<file path="config.mk">
export PLATFORM = sky130hd
export DESIGN_NAME = frame_gap_timer
export DESIGN_NICKNAME = d
export VERILOG_FILES = /design/src/rtl/frame_gap_timer.sv
export SDC_FILE = /design/constraint.sdc
export NUM_CORES = 1
export LEC_CHECK = 0
export ABC_CLOCK_PERIOD_IN_PS = 12850
export BUFFER_PORTS_ARGS = -buffer_cell sky130_fd_sc_hd__buf_2
export CAP_MARGIN = 20
export CELL_PAD_IN_SITES_DETAIL_PLACEMENT = 1
export CELL_PAD_IN_SITES_GLOBAL_PLACEMENT = 1
export CORE_ASPECT_RATIO = 0.75
export CORE_MARGIN = 3
export CORE_UTILIZATION = 50
export DETAILED_ROUTE_END_ITERATION = 10
export PLACE_DENSITY_LB_ADDON = 0.1
export SETUP_SLACK_MARGIN = 0.3
export SLEW_MARGIN = 20
export SYNTH_ARGS = -nofsm -noshare
export SYNTH_HDL_FRONTEND = slang
export SYNTH_SLANG_ARGS = --single-unit
</file>
<file path="constraint.sdc">
create_clock -name clk -period 12.85 [get_ports clk]
set_input_delay 2.57 -clock clk [delete_from_list [all_inputs] [get_ports clk]]
set_output_delay 2.57 -clock clk [all_outputs]
set_load 0.05 [all_outputs]
</file>
<file path="src/rtl/frame_gap_timer.sv">
module frame_gap_timer #(
  parameter int CPB_W         = 16,
  parameter int RCH_W         = 8,
  parameter int BITS_PER_CHAR = 11
) (
  input  logic             clk,
  input  logic             rst_n,
  input  logic             rx_byte,
  input  logic             req_sent,
  input  logic [CPB_W-1:0] cfg_clks_per_bit,
  input  logic [RCH_W-1:0] cfg_reply_chars,
  output logic             frame_open,
  output logic             frame_end,
  output logic             reply_armed,
  output logic             reply_timeout
);

  localparam int GAP_HALF_BITS = 7 * BITS_PER_CHAR;
  localparam int GTHR_W        = CPB_W + $clog2(GAP_HALF_BITS + 1);
  localparam int GP_W          = GTHR_W + 1;
  localparam int RTHR_W        = CPB_W + RCH_W + $clog2(BITS_PER_CHAR + 1);
  localparam int GTHR_RST      = (GAP_HALF_BITS + 1) / 2;
  localparam int RTHR_RST      = BITS_PER_CHAR;

  logic [CPB_W-1:0]  cpb_eff;
  logic [RCH_W-1:0]  chars_eff;
  logic [GP_W-1:0]   gap_prod;
  logic [GTHR_W-1:0] gap_thr_next, gap_thr_q, gap_cnt, gap_inc;
  logic [RTHR_W-1:0] reply_thr_next, reply_thr_q, reply_cnt, reply_inc;
  logic              bus_quiet;

  assign cpb_eff   = (cfg_clks_per_bit == '0) ? CPB_W'(1) : cfg_clks_per_bit;
  assign chars_eff = (cfg_reply_chars == '0) ? RCH_W'(1) : cfg_reply_chars;

  assign gap_prod       = GP_W'(GAP_HALF_BITS) * GP_W'(cpb_eff) + GP_W'(1);
  assign gap_thr_next   = gap_prod[GP_W-1:1];
  assign reply_thr_next = RTHR_W'(BITS_PER_CHAR) * RTHR_W'(cpb_eff) * RTHR_W'(chars_eff);

  assign bus_quiet = !frame_open && !reply_armed;
  assign gap_inc   = gap_cnt + GTHR_W'(1);
  assign reply_inc = reply_cnt + RTHR_W'(1);

  always_ff @(posedge clk) begin
    if (!rst_n) begin
      gap_thr_q   <= GTHR_W'(GTHR_RST);
      reply_thr_q <= RTHR_W'(RTHR_RST);
    end else if (bus_quiet) begin
      gap_thr_q   <= gap_thr_next;
      reply_thr_q <= reply_thr_next;
    end
  end

  always_ff @(posedge clk) begin
    if (!rst_n) begin
      gap_cnt    <= '0;
      frame_open <= 1'b0;
      frame_end  <= 1'b0;
    end else begin
      frame_end <= 1'b0;
      if (rx_byte) begin
        gap_cnt    <= '0;
        frame_open <= 1'b1;
      end else if (frame_open) begin
        gap_cnt <= gap_inc;
        if (gap_inc == gap_thr_q) begin
          frame_end  <= 1'b1;
          frame_open <= 1'b0;
        end
      end
    end
  end

  always_ff @(posedge clk) begin
    if (!rst_n) begin
      reply_cnt     <= '0;
      reply_armed   <= 1'b0;
      reply_timeout <= 1'b0;
    end else begin
      reply_timeout <= 1'b0;
      if (req_sent) begin
        reply_cnt   <= '0;
        reply_armed <= 1'b1;
      end else if (reply_armed) begin
        if (rx_byte) begin
          reply_armed <= 1'b0;
        end else begin
          reply_cnt <= reply_inc;
          if (reply_inc == reply_thr_q) begin
            reply_timeout <= 1'b1;
            reply_armed   <= 1'b0;
          end
        end
      end
    end
  end

endmodule

</file>
* After elaboration in Yosys (flattened, before gate mapping)
Cells that the tools add are included.
Word-level totals: register bits 106, memories 0, logic and storage cells 41, memory bits (read-only) 0, latch bits 0, input port bits 28, output and inout bits 4, RAM bits 0
Operators by class: multiply operators 3, div/mod/pow operators 0, muxes and demuxes 11, $lt $le $gt $ge 0, shift operators 0, eq/ne operators 2, $add $sub $neg 3, bitwise operators 4, reduce and logical (&&, ||, !) cells 10
Operator list (count):
- adder 28 x 1 -> 28 bit, second input constant | 1
- equality test 28 bit | 1
- multiplier 20 x 8 -> 28 bit | 1
- adder 23 x 1 -> 24 bit, second input constant | 1
- adder 23 x 1 -> 23 bit, second input constant | 1
- equality test 23 bit | 1
- multiplier 7 x 16 -> 23 bit, first input constant | 1
- multiplier 4 x 16 -> 20 bit, first input constant | 1
- zero test 16 bit | 1
- 2-to-1 mux 16 bit | 1
- 2-to-1 mux 1 bit | 9
- zero test 8 bit | 1
- 2-to-1 mux 8 bit | 1
- inverter 1 bit | 4
- OR reduction 2 bit | 2
- OR reduction 4 bit | 1
- OR reduction 3 bit | 1
- zero test 1 bit | 2
- AND reduction 2 bit | 1
- logical AND 1 bit | 1

* Logic depth before layout (Yosys ltp)
Gate-level depths: netlist of the first run.
depth after elaboration 6, gate-level depth with buffers 36, gate-level depth less buffers 35

* Worst setup path after synthesis of the first run
Ideal clock, no wire load.
path type input to register, from input port cfg_clks_per_bit[3], to register reply_thr_q[20], arrival 10.012 ns, setup slack 2.723 ns, stages on the path 34, path through inv_1 > ha_1 > and4_1 > nand4_1 > nand2b_1 > clkbuf_1 > nand2_1 > inv_1 > ha_1 > inv_1 > fa_1 > inv_1 > ha_1 > o21ai_0 > a21boi_0 > a21boi_1 > nor2_1 > xnor2_1 > and2_1 > fa_1 > fa_1 > fa_1 > inv_1 > fa_1 > inv_1 > ha_1 > and2_1 > or4_1 > a311oi_1 > o41ai_1 > a21oi_1 > xor2_1 > o21ai_0 > and2_1
Between the ends: word-level cells in the longest chain between the ends 4
RTL lines:
- start, declared | line 10 | input logic [CPB_W-1:0] cfg_clks_per_bit,
- zero test 16 bit | line 32 | assign cpb_eff = (cfg_clks_per_bit == '0) ? CPB_W'(1) : cfg_clks_per_bit;
- 2-to-1 mux 16 bit (*) | line 32
- multiplier 4 x 16 -> 20 bit (*) | line 37 | assign reply_thr_next = RTHR_W'(BITS_PER_CHAR) * RTHR_W'(cpb_eff) * RTHR_W'(chars_eff);
- multiplier 20 x 8 -> 28 bit (*) | line 37
- end signal, assigned | line 46 | reply_thr_q <= RTHR_W'(RTHR_RST);
- end signal, assigned | line 49 | reply_thr_q <= reply_thr_next;
- end, declared | line 29 | logic [RTHR_W-1:0] reply_thr_next, reply_thr_q, reply_cnt, reply_inc;
Every way passes the cells marked *; elsewhere a longest branch is shown, timed or not. A chain may end at the register's enable or synchronous reset.

* Worst setup path after layout of the first run
Ends and elaborated chain as after synthesis.

==> results.tsv, run 1 <==
metric	value	unit
Worst Hold Class	flip-flop to flip-flop	
Worst setup SP type	input port	
Main synth FF type	dfxtp_1	
total global-route track usage	0.261	
Worst Path Required	13.11	ns
die width	204	um
gr ovfl total	0	
Synth area leaders	fa_1 19%, dfxtp_1 14%, ha_1 12%	
core region area	28500	um^2
CTS sink count	105	
Post-synth EDFFs	0	
CTS root buffer	clkbuf_16	
Setup Fix Bufs, Post-CTS	0	
# DRC	0	
Initial Utilization	0.516	
Buf+Inv Stages, Crit Path	7	
Synthesized Nets	2117	
delay-heaviest family, CP	adder cells	
Seq/Total Area, Yosys	0.143	
Worst Skew	0.00912	ns
Max Root-Sink Buffers	2	
Vias/cell	5.60	
Port Buf Inserts	31	
asr flop ratio synth	0	
Relative slew margins	0.278	
crit end category	flip-flop	
Max Freq	88.8	MHz
area of the mapped netlist	14700	um^2
distinct cell type count after synthesis	81	
crit path kind	input port to flip-flop	
max cap viols	0	
sum of negative setup slack	0	ns
RD Place Congestion	0.933	
Synth top area share	0.195	
Skew-Pair Late Insertion Delay	0.36	ns
H-tree depth	3	
Crit-path slowest cell	nor3_1	
Vias	12178	
Post-CTS Resized	0	
first-pass GRT wire length	67.1	mm
Post-DRT Antenna Nets	0	
RSZ-0062 raised after global routing	false	
drt pass-1 iters	5	
share of cells above drive strength 1	0.0486	
#FFs+latches synth	105	
pin count of the biggest net entering global routing	71	
area leader, netlist	fa_1	
Final Hold Violating Endpoints	0	
Avg Synthesized Cell Area	8.16	um^2
CTS Hold Bufs	0	
Iter 0 DRT Violations	507	
cell count after synthesis	1802	
final period utilization	0.877	
vias in the first global route	13263	
WL final	39.7	mm
WHS	0.487	ns
Avg WL per Cell	18.3	um
die area	31500	um^2
final slew viol count	0	
TritonCTS Buffers	9	
initial antenna violation count	1	
filler cell count	3495	
clk slew on worst S/H paths	0.08	ns
NumNets Final	2100	
Layout Area Growth over Synthesis	5.03	%
final core occ	0.542	
Final Critical Period	11.26	ns
Worst Tran Pin Value	1.07	ns
TritonCTS clock tree	yes	
Final Setup Violations	0	
yosys warns	0	
CP Data Arrival Time	11.53	ns
FP Rows	53	
Max Fanout on Critical Path	8	
critical path's most frequent cell	inv_1	
die span in y	155	um
Ports	32	
DPL Wire Length	32.5	mm
crit-path max cell delay	0.64	ns
status	finished clean	
==> metal layers <==
metal | up-vias | GRT usage | wire (um) | share of wire
li1 | 5876 | - | - | -
met1 | 6079 | 0.352 | 18600 | 0.47
met2 | 167 | 0.450 | 19200 | 0.48
met3 | 56 | 0.0328 | 1270 | 0.032
met4 | 0 | 0.0583 | 703 | 0.018
met5 | - | 0 | 0 | 0
==> flip-flops by register name (all words and copies together), names as in the netlist <==
name and flops:
frame_end 1, reply_thr_q 28, reply_timeout 1, reply_cnt 28, reply_armed 1, frame_open 1
gap_thr_q 22, gap_cnt 23
==> layout by cell type, fill, tap and decap left out, types with 7 or more instances in the layout <==
master / instances
inv_1: 268
nand2_1: 166
ha_1: 144
fa_1: 143
and2_1: 108
dfxtp_1: 105
nor2_1: 103
xnor2_1: 84
xor2_1: 72
a21oi_1: 64
o21ai_0: 60
nand3_1: 54
nor3_1: 36
nand2b_1: 32
buf_2: 31
nand4_1: 23
nor2b_1: 22
a21o_1: 19
nor3b_1: 18
or3_1: 16
and3_1: 14
mux2i_1: 14
a21boi_0: 12
a31oi_1: 12
o21a_1: 11
o211ai_1: 10
nor4_1: 9
clkbuf_16: 9
buf_4: 8
and4_1: 7
==> area by class of cell <==
cell class                      instances  area (um^2)  area share
Timing Repair Buffer                   39          215      0.0139
Inverter                              268         1010      0.0651
Antenna cell                            1         2.50    0.000162
Clock buffer                            9          225      0.0146
Tap cell                              385          482      0.0312
Clock inverter                          7         68.8     0.00445
Sequential cell                       105         2100       0.136
Multi-Input combinational cell       1362        11400       0.735
==> worst paths after layout <==
path                  startpoint              end  slack, ns  depth (start not counted)
max          cfg_clks_per_bit[3]  reply_thr_q[20]       1.59                         33
min                 gap_thr_q[9]     gap_thr_q[9]       0.49                          2
max reg2reg         reply_cnt[0]      reply_armed       9.60                          9
min reg2reg         gap_thr_q[9]     gap_thr_q[9]       0.49                          2
==> through the flow <==
stage	instance area, um^2	setup slack (ns)	std cells
after floorplan	14700	2.72	1802
after global placement	15100	1.61	2159
after detailed placement	15100	1.30	2159
after CTS	15400	1.68	2175
after global routing	15400	0.873	2175
final	15500	1.59	2176
==> logic make-up (layout without fill, tap and decap cells) <==
kind of cell / count (synthesis) / after routing / synth area share
xor gates and xnor gates: 157 / 157 / 0.0935
other: 0 / 1 / 0
buffers and inverters: 335 / 323 / 0.0867
AOI/OAI and AO/OA: 260 / 260 / 0.119
and+or+nand+nor: 642 / 642 / 0.230
adders and majority gates: 287 / 287 / 0.317
muxes: 16 / 16 / 0.0111
DFF: 105 / 105 / 0.143
==> tightest hold or removal path: cells and delay by family, from the launching register on <==
family             cells  cell delay, ns
DFF                    1            0.32
AOI/OAI and AO/OA      1            0.06
and+or+nand+nor        1            0.06
==> synthesized netlist by cell type, types with 16 or more instances <==
cell type  instances
nand4_1           23
nor3_1            37
or3_1             16
nor2_1           104
xnor2_1           85
a21oi_1           64
nor3b_1           18
nor2b_1           22
nand2_1          166
clkbuf_1          51
ha_1             144
inv_1            268
xor2_1            72
nand2b_1          32
fa_1             143
a21o_1            19
dfxtp_1          105
and2_1           108
nand3_1           54
o21ai_0           60
Power of run 1 is not shown: default switching activity piles up to over one toggle a cycle in this logic, so the estimate is an artifact.
==> run 2: changes to the inputs <==
--- a/config.mk
+++ b/config.mk
@@ -14,7 +14,8 @@
 export CORE_MARGIN = 3
 export CORE_UTILIZATION = 50
 export DETAILED_ROUTE_END_ITERATION = 10
-export PLACE_DENSITY_LB_ADDON = 0.1
+export PLACE_DENSITY = 0.87
+export RECOVER_POWER = 25
 export SETUP_SLACK_MARGIN = 0.3
 export SLEW_MARGIN = 20
 export SYNTH_ARGS = -nofsm -noshare
==> results.tsv, run 2 (synthesized netlist as in run 1, its figures left out) <==
metric	value	unit
status	finished with violations	
failing checks	capacitance limit, slew limit	
Hold Path End	gap_thr_q[16]	
Max Freq	87.8	MHz
sum of negative setup slack	0	ns
hold path startpoint	gap_thr_q[16]	
worst r2r path cells	8	
die area	31500	um^2
WHS	0.485	ns
Iter 0 DRT Violations	654	
NumNets Final	2097	
filler cell count	3475	
Worst Tran Pin Value	2.40	ns
core region area	28500	um^2
pin count of the biggest net entering global routing	71	
die width	204	um
first-pass GRT wire length	70.6	mm
FP Rows	53	
Relative slew margins	-0.601	
Post-CTS Resized	0	
CP Data Arrival Time	11.65	ns
worst reg2reg startpoint	gap_cnt[0]	
placed cells	2156	
RR Endpoint	frame_end	
final slew viol count	60	
CTS Hold Bufs	0	
H-tree depth	3	
Post-DRT Antenna Nets	0	
Seq. cell area	2100	um^2
TritonCTS clock tree	yes	
Avg WL per Cell	19.7	um
Setup Fix Bufs, Post-CTS	0	
drt pass-1 iters	5	
Worst setup SP type	input port	
most common cell after layout, fill and taps aside	inv_1	
WL final	42.9	mm
Skew-Pair Late Insertion Delay	0.36	ns
Max Root-Sink Buffers	2	
Port Buf Inserts	31	
biggest regs	reply_cnt (28), reply_thr_q (28), gap_cnt (23)	
crit end category	flip-flop	
DPL Wire Length	34.0	mm
Initial Utilization	0.516	
final period utilization	0.887	
most frequent cells in the layout	268 x inv_1, 166 x nand2_1, 144 x ha_1	
max cap viols	1	
footprint of the multi-input gates	11300	um^2
initial antenna violation count	0	
TritonCTS Buffers	9	
final core occ	0.541	
crit-path max cell delay	0.82	ns
Layout Area Growth over Synthesis	4.86	%
Crit-path slowest cell	xnor2_1	
die span in y	155	um
delay-heaviest family, CP	adder cells	
RD Place Congestion	0.965	
CTS root buffer	clkbuf_16	
Vias/cell	5.80	
Worst Path Required	13.10	ns
Final Hold Violating Endpoints	0	
crit path kind	input port to flip-flop	
Reg2Reg Setup Slack	9.42	ns
Hold Crit Depth	2	
Non-Filler Instances	2173	
Buf+Inv Stages, Crit Path	5	
Final Setup Violations	0	
total global-route track usage	0.276	
CTS sink count	105	
critical path's most frequent cell	fa_1	
RSZ-0062 raised after global routing	false	
gr ovfl total	0	
Max Fanout on Critical Path	8	
# DRC	0	
Vias	12600	
Worst Hold Class	flip-flop to flip-flop	
vias in the first global route	13882	
Ports	32	
Worst Skew	0.0118	ns
clk slew on worst S/H paths	0.08	ns
share of cells above drive strength 1	0.0442	
Final Critical Period	11.40	ns
run 2: worst max-delay path by stage:
stage / slack, ns / depth (start not counted) / startpoint / end
6_report: 1.45 / 33 / cfg_clks_per_bit[3] / reply_thr_q[20]
5_1_grt: 0.86 / 32 / cfg_clks_per_bit[3] / reply_thr_q[20]
4_1_cts: 1.60 / 32 / cfg_clks_per_bit[3] / reply_thr_q[20]
3_5_place_dp: 1.23 / 32 / cfg_clks_per_bit[3] / reply_thr_q[20]
3_3_place_gp: 1.77 / 33 / cfg_clks_per_bit[3] / reply_thr_q[20]
2_1_floorplan: 2.72 / 34 / cfg_clks_per_bit[3] / reply_thr_q[20]
run 2: final cells by class:
| cell class | count | area share |
|---|---|---|
| inverters | 268 | 0.0652 |
| multi-input cells | 1362 | 0.735 |
| diodes | 1 | 0.000162 |
| well taps | 385 | 0.0312 |
| flip-flops and latches | 105 | 0.136 |
| clock inverters | 7 | 0.00511 |
| clock buffers | 9 | 0.0146 |
| repair buffers | 36 | 0.0122 |
run 2: layer usage:
layer / track usage / up-vias / share of wire
met1: 0.351 / 6358 / 0.43
li1: - / 5864 / -
met5: 0 / - / 0
met4: 0.0629 / 0 / 0.021
met3: 0.0375 / 75 / 0.046
met2: 0.501 / 303 / 0.50
run 2: worst reg2reg max path, delay by kind of cell (launching register included):
kind,cells,cell delay (ns)
flops,1,0.45
simple gates,4,1.72
fa+ha+maj,1,0.29
compound gates,3,0.79
run 2: per-stage QoR:
| step | setup slack, ns | area, um^2 |
|---|---|---|
| final | 1.45 | 15400 |
| after CTS | 1.60 | 15400 |
| after global placement | 1.77 | 15100 |
| after floorplan | 2.72 | 14700 |
| after global routing | 0.864 | 15400 |
| after detailed placement | 1.23 | 15100 |
Power of run 2 is left out for the same reason.
